`config.mk`:
```
export PLATFORM = sky130hd
export DESIGN_NAME = i2c_cond_gen
export DESIGN_NICKNAME = d
export VERILOG_FILES = /design/src/rtl/i2c_cond_pkg.sv /design/src/rtl/i2c_cond_ctrl.sv /design/src/rtl/i2c_cond_seq.sv /design/src/rtl/i2c_cond_outmux.sv /design/src/rtl/i2c_cond_gen.sv
export SDC_FILE = /design/constraint.sdc
export NUM_CORES = 1
export LEC_CHECK = 0
export CAP_MARGIN = 10
export CORE_ASPECT_RATIO = 1.75
export CORE_UTILIZATION = 50
export CTS_CLUSTER_DIAMETER = 50
export CTS_CLUSTER_SIZE = 20
export DETAILED_ROUTE_END_ITERATION = 6
export GPL_TIMING_DRIVEN = 0
export HOLD_SLACK_MARGIN = 0.15
export PLACE_DENSITY = 0.79
export SLEW_MARGIN = 10
export SYNTH_ARGS = -nofsm -noshare
export SYNTH_HDL_FRONTEND = slang
export SYNTH_SLANG_ARGS = --single-unit
```
`constraint.sdc`:
```
create_clock -name clk_i -period 2.1 [get_ports clk_i]
set_input_delay 0.525 -clock clk_i [delete_from_list [all_inputs] [get_ports clk_i]]
set_output_delay 0.525 -clock clk_i [all_outputs]
set_load 0.01 [all_outputs]
```
`src/rtl/i2c_cond_pkg.sv`:
```
package i2c_cond_pkg;
  localparam int unsigned CTRL_W = 8;
  localparam int unsigned REQ_W  = 3;

  // control word bit positions
  localparam int unsigned B_START   = 0;
  localparam int unsigned B_RESTART = 1;
  localparam int unsigned B_STOP    = 2;
  localparam int unsigned B_SEL     = 3;
  localparam int unsigned B_ACKSEL  = 4;
  localparam int unsigned B_ACKLVL  = 5;
  localparam int unsigned B_WAIT9   = 6;
  localparam int unsigned B_HALT    = 7;

  typedef enum logic [3:0] {
    PH_IDLE,
    PH_ST_A,   // SDA low, SCL high
    PH_ST_B,   // both low
    PH_RS_A,   // SDA released, SCL held
    PH_RS_B,   // both released
    PH_SP_A,   // SCL low, SDA held
    PH_SP_B,   // both low
    PH_SP_C,   // SCL released
    PH_SP_D    // SDA released
  } phase_e;

  typedef enum logic [1:0] {
    K_START,
    K_RESTART,
    K_STOP
  } kind_e;

  typedef struct packed {
    logic scl;
    logic sda;
  } lines_t;
endpackage

```
`src/rtl/i2c_cond_ctrl.sv`:
```
module i2c_cond_ctrl
  import i2c_cond_pkg::*;
(
  input  logic              clk_i,
  input  logic              rst_ni,
  input  logic              i2c_en_i,
  input  logic              we_i,
  input  logic [CTRL_W-1:0] wdata_i,
  input  logic              busy_i,
  input  logic [REQ_W-1:0]  done_i,
  input  logic              ninth_i,
  input  logic              stop_det_i,
  output logic [CTRL_W-1:0] ctrl_o,
  output logic              hold_o,
  output logic              halt_o
);
  logic [REQ_W-1:0]        req_q;
  logic [CTRL_W-1:REQ_W]   cfg_q;
  logic                    wait_q;
  logic                    halt_q;

  for (genvar b = 0; b < REQ_W; b++) begin : g_req
    always_ff @(posedge clk_i or negedge rst_ni) begin
      if (!rst_ni) begin
        req_q[b] <= 1'b0;
      end else if (we_i && !busy_i) begin
        req_q[b] <= wdata_i[b] & i2c_en_i;
      end else if (done_i[b]) begin
        req_q[b] <= 1'b0;
      end
    end
  end

  always_ff @(posedge clk_i or negedge rst_ni) begin
    if (!rst_ni) begin
      cfg_q <= '0;
    end else if (we_i) begin
      cfg_q <= wdata_i[CTRL_W-1:REQ_W];
    end
  end

  always_ff @(posedge clk_i or negedge rst_ni) begin
    if (!rst_ni) begin
      wait_q <= 1'b0;
      halt_q <= 1'b0;
    end else begin
      if (!cfg_q[B_WAIT9])    wait_q <= 1'b0;
      else if (ninth_i)       wait_q <= 1'b1;
      if (!cfg_q[B_HALT])     halt_q <= 1'b0;
      else if (stop_det_i)    halt_q <= 1'b1;
    end
  end

  assign ctrl_o = {cfg_q, req_q};
  // flag takes effect only while its enable bit is set: clearing releases at once
  assign hold_o = wait_q & cfg_q[B_WAIT9];
  assign halt_o = halt_q & cfg_q[B_HALT];
endmodule

```
`src/rtl/i2c_cond_seq.sv`:
```
module i2c_cond_seq
  import i2c_cond_pkg::*;
#(
  parameter int unsigned PHASE_W = 8
) (
  input  logic               clk_i,
  input  logic               rst_ni,
  input  logic [REQ_W-1:0]   req_i,
  input  logic [PHASE_W-1:0] len_i,
  output logic               busy_o,
  output logic [REQ_W-1:0]   done_o,
  output lines_t             lines_o
);
  phase_e             ph_q, ph_d;
  kind_e              kind_q, kind_d;
  logic [PHASE_W-1:0] cnt_q, cnt_d;
  lines_t             lv_q, lv_d;
  logic               last;

  assign last = (cnt_q == '0);

  function automatic lines_t phase_level(phase_e p, lines_t cur);
    lines_t l;
    l = cur;
    case (p)
      PH_ST_A: l = '{scl: 1'b1,    sda: 1'b0};
      PH_ST_B: l = '{scl: 1'b0,    sda: 1'b0};
      PH_RS_A: l = '{scl: cur.scl, sda: 1'b1};
      PH_RS_B: l = '{scl: 1'b1,    sda: 1'b1};
      PH_SP_A: l = '{scl: 1'b0,    sda: cur.sda};
      PH_SP_B: l = '{scl: 1'b0,    sda: 1'b0};
      PH_SP_C: l = '{scl: 1'b1,    sda: 1'b0};
      PH_SP_D: l = '{scl: 1'b1,    sda: 1'b1};
      default: l = cur;
    endcase
    return l;
  endfunction

  always_comb begin
    ph_d   = ph_q;
    kind_d = kind_q;
    done_o = '0;
    if (ph_q == PH_IDLE) begin
      if (req_i[B_START]) begin
        ph_d = PH_ST_A; kind_d = K_START;
      end else if (req_i[B_RESTART]) begin
        ph_d = PH_RS_A; kind_d = K_RESTART;
      end else if (req_i[B_STOP]) begin
        ph_d = PH_SP_A; kind_d = K_STOP;
      end
    end else if (last) begin
      case (ph_q)
        PH_ST_A: ph_d = PH_ST_B;
        PH_ST_B: begin
          ph_d = PH_IDLE;
          if (kind_q == K_RESTART) done_o[B_RESTART] = 1'b1;
          else                     done_o[B_START]   = 1'b1;
        end
        PH_RS_A: ph_d = PH_RS_B;
        PH_RS_B: ph_d = PH_ST_A;
        PH_SP_A: ph_d = PH_SP_B;
        PH_SP_B: ph_d = PH_SP_C;
        PH_SP_C: ph_d = PH_SP_D;
        PH_SP_D: begin
          ph_d = PH_IDLE;
          done_o[B_STOP] = 1'b1;
        end
        default: ph_d = PH_IDLE;
      endcase
    end
  end

  always_comb begin
    cnt_d = cnt_q;
    lv_d  = lv_q;
    if (ph_d != ph_q) begin
      cnt_d = (len_i == '0) ? '0 : len_i - 1'b1;
      lv_d  = phase_level(ph_d, lv_q);
    end else if (!last) begin
      cnt_d = cnt_q - 1'b1;
    end
  end

  always_ff @(posedge clk_i or negedge rst_ni) begin
    if (!rst_ni) begin
      ph_q   <= PH_IDLE;
      kind_q <= K_START;
      cnt_q  <= '0;
      lv_q   <= '{scl: 1'b1, sda: 1'b1};
    end else begin
      ph_q   <= ph_d;
      kind_q <= kind_d;
      cnt_q  <= cnt_d;
      lv_q   <= lv_d;
    end
  end

  assign busy_o  = (ph_q != PH_IDLE);
  assign lines_o = lv_q;
endmodule

```
`src/rtl/i2c_cond_outmux.sv`:
```
module i2c_cond_outmux
  import i2c_cond_pkg::*;
(
  input  logic   sel_i,
  input  logic   ack_sel_i,
  input  logic   ack_lvl_i,
  input  logic   hold_i,
  input  logic   halt_i,
  input  logic   sh_scl_i,
  input  logic   sh_sda_i,
  input  lines_t gen_i,
  output logic   scl_o,
  output logic   sda_o
);
  logic sh_scl, sh_sda;

  always_comb begin
    // halt releases SCL and outranks the ninth-bit hold
    if (halt_i)      sh_scl = 1'b1;
    else if (hold_i) sh_scl = 1'b0;
    else             sh_scl = sh_scl_i;
    sh_sda = ack_sel_i ? ack_lvl_i : sh_sda_i;
  end

  assign scl_o = sel_i ? gen_i.scl : sh_scl;
  assign sda_o = sel_i ? gen_i.sda : sh_sda;
endmodule

```
`src/rtl/i2c_cond_gen.sv`:
```
module i2c_cond_gen
  import i2c_cond_pkg::*;
#(
  parameter int unsigned PHASE_W = 8
) (
  input  logic               clk_i,
  input  logic               rst_ni,
  input  logic               i2c_en_i,
  input  logic               ctrl_we_i,
  input  logic [7:0]         ctrl_wdata_i,
  input  logic [PHASE_W-1:0] hold_cnt_i,
  input  logic               sh_scl_i,
  input  logic               sh_sda_i,
  input  logic               sh_ninth_i,
  input  logic               stop_det_i,
  output logic [7:0]         ctrl_o,
  output logic               busy_o,
  output logic               scl_o,
  output logic               sda_o
);
  logic [CTRL_W-1:0] ctrl;
  logic [REQ_W-1:0]  done;
  logic              busy, hold, halt;
  lines_t            gen;

  i2c_cond_ctrl u_ctrl (
    .clk_i      (clk_i),
    .rst_ni     (rst_ni),
    .i2c_en_i   (i2c_en_i),
    .we_i       (ctrl_we_i),
    .wdata_i    (ctrl_wdata_i),
    .busy_i     (busy),
    .done_i     (done),
    .ninth_i    (sh_ninth_i),
    .stop_det_i (stop_det_i),
    .ctrl_o     (ctrl),
    .hold_o     (hold),
    .halt_o     (halt)
  );

  i2c_cond_seq #(.PHASE_W(PHASE_W)) u_seq (
    .clk_i   (clk_i),
    .rst_ni  (rst_ni),
    .req_i   (ctrl[REQ_W-1:0]),
    .len_i   (hold_cnt_i),
    .busy_o  (busy),
    .done_o  (done),
    .lines_o (gen)
  );

  i2c_cond_outmux u_mux (
    .sel_i     (ctrl[B_SEL]),
    .ack_sel_i (ctrl[B_ACKSEL]),
    .ack_lvl_i (ctrl[B_ACKLVL]),
    .hold_i    (hold),
    .halt_i    (halt),
    .sh_scl_i  (sh_scl_i),
    .sh_sda_i  (sh_sda_i),
    .gen_i     (gen),
    .scl_o     (scl_o),
    .sda_o     (sda_o)
  );

  assign ctrl_o = ctrl;
  assign busy_o = busy;
endmodule

```
After elaboration in Yosys (flattened, before gate mapping)
Index checks and enable logic that the tools add are counted.
{ "totals": {"reg_bits": 26, "latchBits": 0, "ram_bits": 0, "mem_bits_ro": 0, "input_bits": 24, "out_inout_bits": 11, "word_cells": 93, "mem_count": 0} }
{ "op_classes": {"n_addsub": 2, "multipliers": 0, "div": 0, "order_cmp": 0, "eq_ne": 21, "shifts": 0, "muxes": 34, "bitwise": 7, "n_reduce_logical": 18} }
{ "ops": {"columns": ["cell", "n"], "rows": [
  ["$eq 4x3->1 const B", 8],
  ["$mux 8", 3],
  ["$pmux 4 s6", 1],
  ["$mux 4", 5],
  ["$mux 1", 18],
  ["$eq 4x2->1 const B", 4],
  ["$logic_not 8->1", 2],
  ["$sub 8x1->8 const B", 2],
  ["$reduce_bool 4->1", 3],
  ["$pmux 2 s5", 1],
  ["$eq 4x1->1 const B", 2],
  ["$eq 4x4->1 const B", 2],
  ["$mux 2", 4],
  ["$mux 3", 2],
  ["$ne 2x2->1 const B", 3],
  ["$reduce_and 3->1", 2],
  ["$reduce_bool 2->1", 3],
  ["$reduce_or 2->1", 3],
  ["$and 1x1->1", 5],
  ["$logic_not 4->1", 1],
  ["$ne 4x4->1", 1],
  ["$reduce_bool 3->1", 1],
  ["$eq 2x1->1 const B", 1],
  ["$not 1->1", 2],
  ["other kinds (3)", 3]
]} }

Depth between registers and ports, before layout
{ "depth": {"depth_word": 8, "ltp_mapped": 8, "mapped_depth_nobuf": 7} }

Hierarchy
A second synthesis with hierarchy kept.
{ "unflattened": {"cells_unflattened": 177, "hier_area_um2": 1681.6} }
{ "by_module_without_submodules": {"columns": ["module", "instances", "cells_per_inst", "area_per_inst_um2", "seq_area_each_um2"], "rows": [
  ["i2c_cond_seq", 1, 141, 1203.7, 402.9],
  ["i2c_cond_ctrl", 1, 30, 437.9, 250.2],
  ["i2c_cond_outmux", 1, 6, 40.0, 0.0]
]} }

Least setup slack after synthesis
No wires, ideal clock.
{ "synth_timing": {"path_type": "register to register", "from": "register u_seq.cnt_q[0]", "to": "register u_seq.lv_q (netlist bit u_seq.lines_o[0])", "setup_time_ns": 0.090, "arrival_ns": 1.819, "t_required_ns": 2.010, "setup_slack_ns": 0.191, "stages_incl_launch_ff": 8, "n_path_buf": 0, "period_less_slack_ns": 1.909, "cell_sequence": "dfrtp_1 inv_1 ha_1 nor3b_1 nand3_1 a211o_1 a211oi_1 o211ai_1"} }
{ "synth_between": {"elab_chain_len": 7, "word_cells_on_any_way": 19, "classes_between": "eq/ne: 9; mux: 3; bitwise: 1; reduce/logical: 6"} }
{ "synth_rtl": {"columns": ["item", "line", "source"], "rows": [
  ["from (decl)", "i2c_cond_seq.sv:16", "logic [PHASE_W-1:0] cnt_q, cnt_d;"],
  ["from (signal assigned)", "i2c_cond_seq.sv:93", "cnt_q <= cnt_d;"],
  ["$logic_not 8->1 *", "i2c_cond_seq.sv:20", "assign last = (cnt_q == '0);"],
  ["$mux 4 *", "i2c_cond_seq.sv:51", "end else if (last) begin"],
  ["$mux 4 *", "i2c_cond_seq.sv:43", "if (ph_q == PH_IDLE) begin"],
  ["$eq 4x2->1, or another cell as far along", "i2c_cond_seq.sv:25", "case (p)"],
  ["$reduce_or 2->1 (no line)", null, null],
  ["$reduce_bool 4->1 (no line)", null, null],
  ["$reduce_and 3->1 (no line)", null, null],
  ["to (signal assigned)", "i2c_cond_seq.sv:89", "lv_q <= '{scl: 1'b1, sda: 1'b1};"],
  ["to (signal assigned)", "i2c_cond_seq.sv:94", "lv_q <= lv_d;"],
  ["to (decl)", "i2c_cond_seq.sv:17", "lines_t lv_q, lv_d;"]
]} }
Mark *: on every way between the ends. The rest lies on a longest branch, timed or not.
A chain may end at the register's enable or synchronous reset.

Worst setup path after layout
{ "layout_timing": {"from": "input sh_scl_i", "to": "output scl_o"} }
{ "layout_between": {"elab_chain_len": 3} }
{ "layout_rtl": {"columns": ["item", "line", "source"], "rows": [
  ["from (decl)", "i2c_cond_gen.sv:12", "input logic sh_scl_i,"],
  ["$mux 1", "i2c_cond_outmux.sv:20", "else if (hold_i) sh_scl = 1'b0;"],
  ["$mux 1", "i2c_cond_outmux.sv:19", "if (halt_i) sh_scl = 1'b1;"],
  ["$mux 1", "i2c_cond_outmux.sv:25", "assign scl_o = sel_i ? gen_i.scl : sh_scl;"],
  ["to (decl)", "i2c_cond_gen.sv:18", "output logic scl_o,"]
]} }
Every way passes these cells.

==> reports/metrics.cfg <==
[pwr]
power_mw=2.12
power_per_cell_area_nw_per_um2=1000
peakVddDrop_uv=649
p_leak_nw=0.864

[sta]
slew_headroom_pct=59.6
rsz0062_at_grt=false
fmaxAchievable_mhz=485
slew_viol_final=0
period_share_pct=98.3
clock-skew-final_ps=1.80
worst_pin_slew_ps=601
fin_ws_ps=36.2
hold_violations=0
period_needed_ps=2060
setup_viol=0

[global_route]
grt_pass1_wl_um=6820
grt_max_degree=27
grt_antenna_before_repair=0
groute.usage.overall_pct=25.9
grt-ovfl-total=0
grt_pass1_vias=1567

[synthesis]
synth_simple_gate_area_share_pct=22.9
async_flop_share_pct=100
synth_top_area_share_pct=37.0
ys_seq_area_share_pct=40.2
yosysMostFrequentCell=dfrtp_1
avgSynthCellArea_um2=9.28
ys_types=50
synthMuxAreaShare_pct=5.32
syn_inst=175
yosys_warnings=0
yosys_register_bits=26
synth_area_leaders=dfrtp_1 37%, nand2_1 3.9%, mux2_2 3.5%, dfstp_2 3.2%, nand3_1 3.1%
synth_xor_xnor_area_share_pct=3.78
synth_nets=202
synth_top_area_cell=dfrtp_1
synth_edf_count=0
synth_flop_cell=dfrtp_1
synth_fa_ha_area_share_pct=2.31
synth_area_um2=1620
synth_compound_area_share_pct=20.2
synth_common_cells=24 x dfrtp_1, 17 x nand2_1, 10 x nand3_1, 10 x nor2_1, 9 x inv_1
synth_top_family_by_area=simple AND/OR/NAND/NOR gates

[die]
ios=35
num_rows=27
die_area_um2=3490
start_util_pct=52.3
die_h_um=77.4
die_w_um=45.1
core_um2=3110

[critical_path]
rr_worst_depth=5
cp-start-kind=input pin
r2r_slack_ps=70
worstSetupEndpointType=output port
critPathSlowestCell=clkdlybuf4s50_1
critical-path-max-stage-delay_ps=400
worstPathCellList=clkdlybuf4s50_1 > a221oi_1 > a21oi_1 > dlygate4sd2_1
reg2reg_to=u_seq.lines_o[1]$_DFFE_PN1P_
cp-startpoint=sh_scl_i
crit_path_end=scl_o
critPathKind=in2out
arrival_ps=1540
reg2reg_from=u_seq.cnt_q[3]$_DFFE_PN0P_
crit_required_ps=1570
critPathMaxFanout=1

[layout]
multi_input_area_um2=931
regArea_um2=654
nFillCells=252
drive_gt1_share_pct=17.8
area.growth.synth_to_final_pct=30.6
finalNonFillerCells=257
num-nets-final=242
antenna_cells=0
post-route-util_pct=68.2

[drt]
first_pass_iters=4
wl_um=4150
drc=0
wl_per_cell_um=16.1
vias_per_cell=5.98
drt-initial-drc-count=63
vias=1537
drt.antenna.violating_nets=0

[flow_run]
max-cap-violations=0

[place]
portBuffers=33
place_congestion=0.844
dp_worst_setup_slack_ps=-260
dp_hpwl_um=3070
placed_cells=251

[clocking]
numCtsBuffers=3
cts_max_level=1
clkTransAtPathRegs_ps=90
cts_root_buf=clkbuf_8
clockBufferDepth=2
clk_latency_ps=270
cts_sinks=26
cts_tree=built
cts_hold_buf=0

[hold_path]
hold_path.class=in2async

[status]
status=completed

## critical path, delay by kind of cell
family          cells  cell delay (ps)
buf+inv             2              690
compound gates      2              330
## registers in the layout, indices dropped and copies added (netlist names)
name,count
u_seq.cnt_q,8
u_ctrl.halt_q,1
u_ctrl.ctrl_o,3
u_ctrl.cfg_q,5
u_seq.lines_o,2
u_ctrl.wait_q,1
u_seq.ph_q,4
u_seq.kind_q,2
## metal layers
layer	share of wire [%]	GRT usage [%]
met5	0	0
met4	1.9	10.0
met3	4.1	1.86
met2	59	50.6
met1	35	25.9
## cells by family after synthesis
family                   after synthesis
flip-flops                            26
buffers and inverters                 18
adder cells (fa/ha/maj)                3
AO/OA/AOI/OAI                         48
AND/OR/NAND/NOR                       65
XOR/XNOR                               7
multiplexers                           8
## placed cells by master, fill, tap and decap left out, types with 2 or more instances in the layout
cell / n
a31oi_1: 5
or3_1: 3
nand3_1: 10
mux2_2: 5
clkbuf_8: 4
o21ai_0: 7
clkbuf_1: 4
and3b_1: 2
nand2b_1: 2
nor3_1: 6
nor2b_1: 2
o211ai_1: 4
dlygate4sd2_1: 3
mux2i_1: 3
xnor2_1: 5
xor2_1: 2
nand2_1: 15
a21oi_1: 4
o21ai_1: 4
nor2_1: 10
o21a_1: 4
o31ai_1: 4
a211oi_1: 2
dfstp_2: 2
nand2_2: 2
a21o_1: 2
clkdlybuf4s50_1: 29
inv_2: 2
inv_1: 7
ha_1: 2
dfrtp_1: 23
nor4_4: 2
buf_4: 6
## stage by stage
| stage | area, um2 | hold slack, ps | setup TNS, ps |
|---|---|---|---|
| after floorplan | 1620 | 229 | 0 |
| after global placement | 2010 | 464 | -1680 |
| after detailed placement | 2010 | 476 | -2270 |
| after CTS | 2090 | 496 | 0 |
| after global routing | 2120 | 291 | 0 |
| final | 2120 | 240 | 0 |
## worst min-delay path by stage
stage | slack, ps | end | depth (start not counted)
finish | 240 | u_seq.cnt_q[7]$_DFFE_PN0P_ | 1
global route | 290 | u_seq.cnt_q[7]$_DFFE_PN0P_ | 1
CTS | 500 | u_ctrl.wait_q$_DFFE_PN0P_ | 1
detailed placement | 480 | u_ctrl.wait_q$_DFFE_PN0P_ | 1
global placement | 460 | u_ctrl.halt_q$_DFFE_PN0P_ | 1
floorplan | 230 | u_ctrl.cfg_q[3]$_DFFE_PN0P_ | 0
## where the power goes
part | leakage [nW] | switching (mW) | internal (mW)
clock | 0.0288 | 0.160 | 0.168
combinational | 0.532 | 0.465 | 0.442
sequential | 0.303 | 0.222 | 0.667
total | 0.864 | 0.847 | 1.28
## what timing repair did
item / in CTS / in global routing
endpoints found under the setup margin: 8 / 10
hold endpoints to repair: 0 / 0
gates resized for setup: 7 / 8
gates cloned: 0 / 0
buffers inserted: 2 / 1
pin swaps: 1 / 0
## layout make-up
class	instances	area share, %
multi-input cells	131	43.9
flip-flops and latches	26	30.9
repair buffers	36	16.2
clock buffers	4	2.60
well taps	43	2.54
plain buffers	8	2.30
inverters	9	1.59
(Power assumes the default switching activity.)
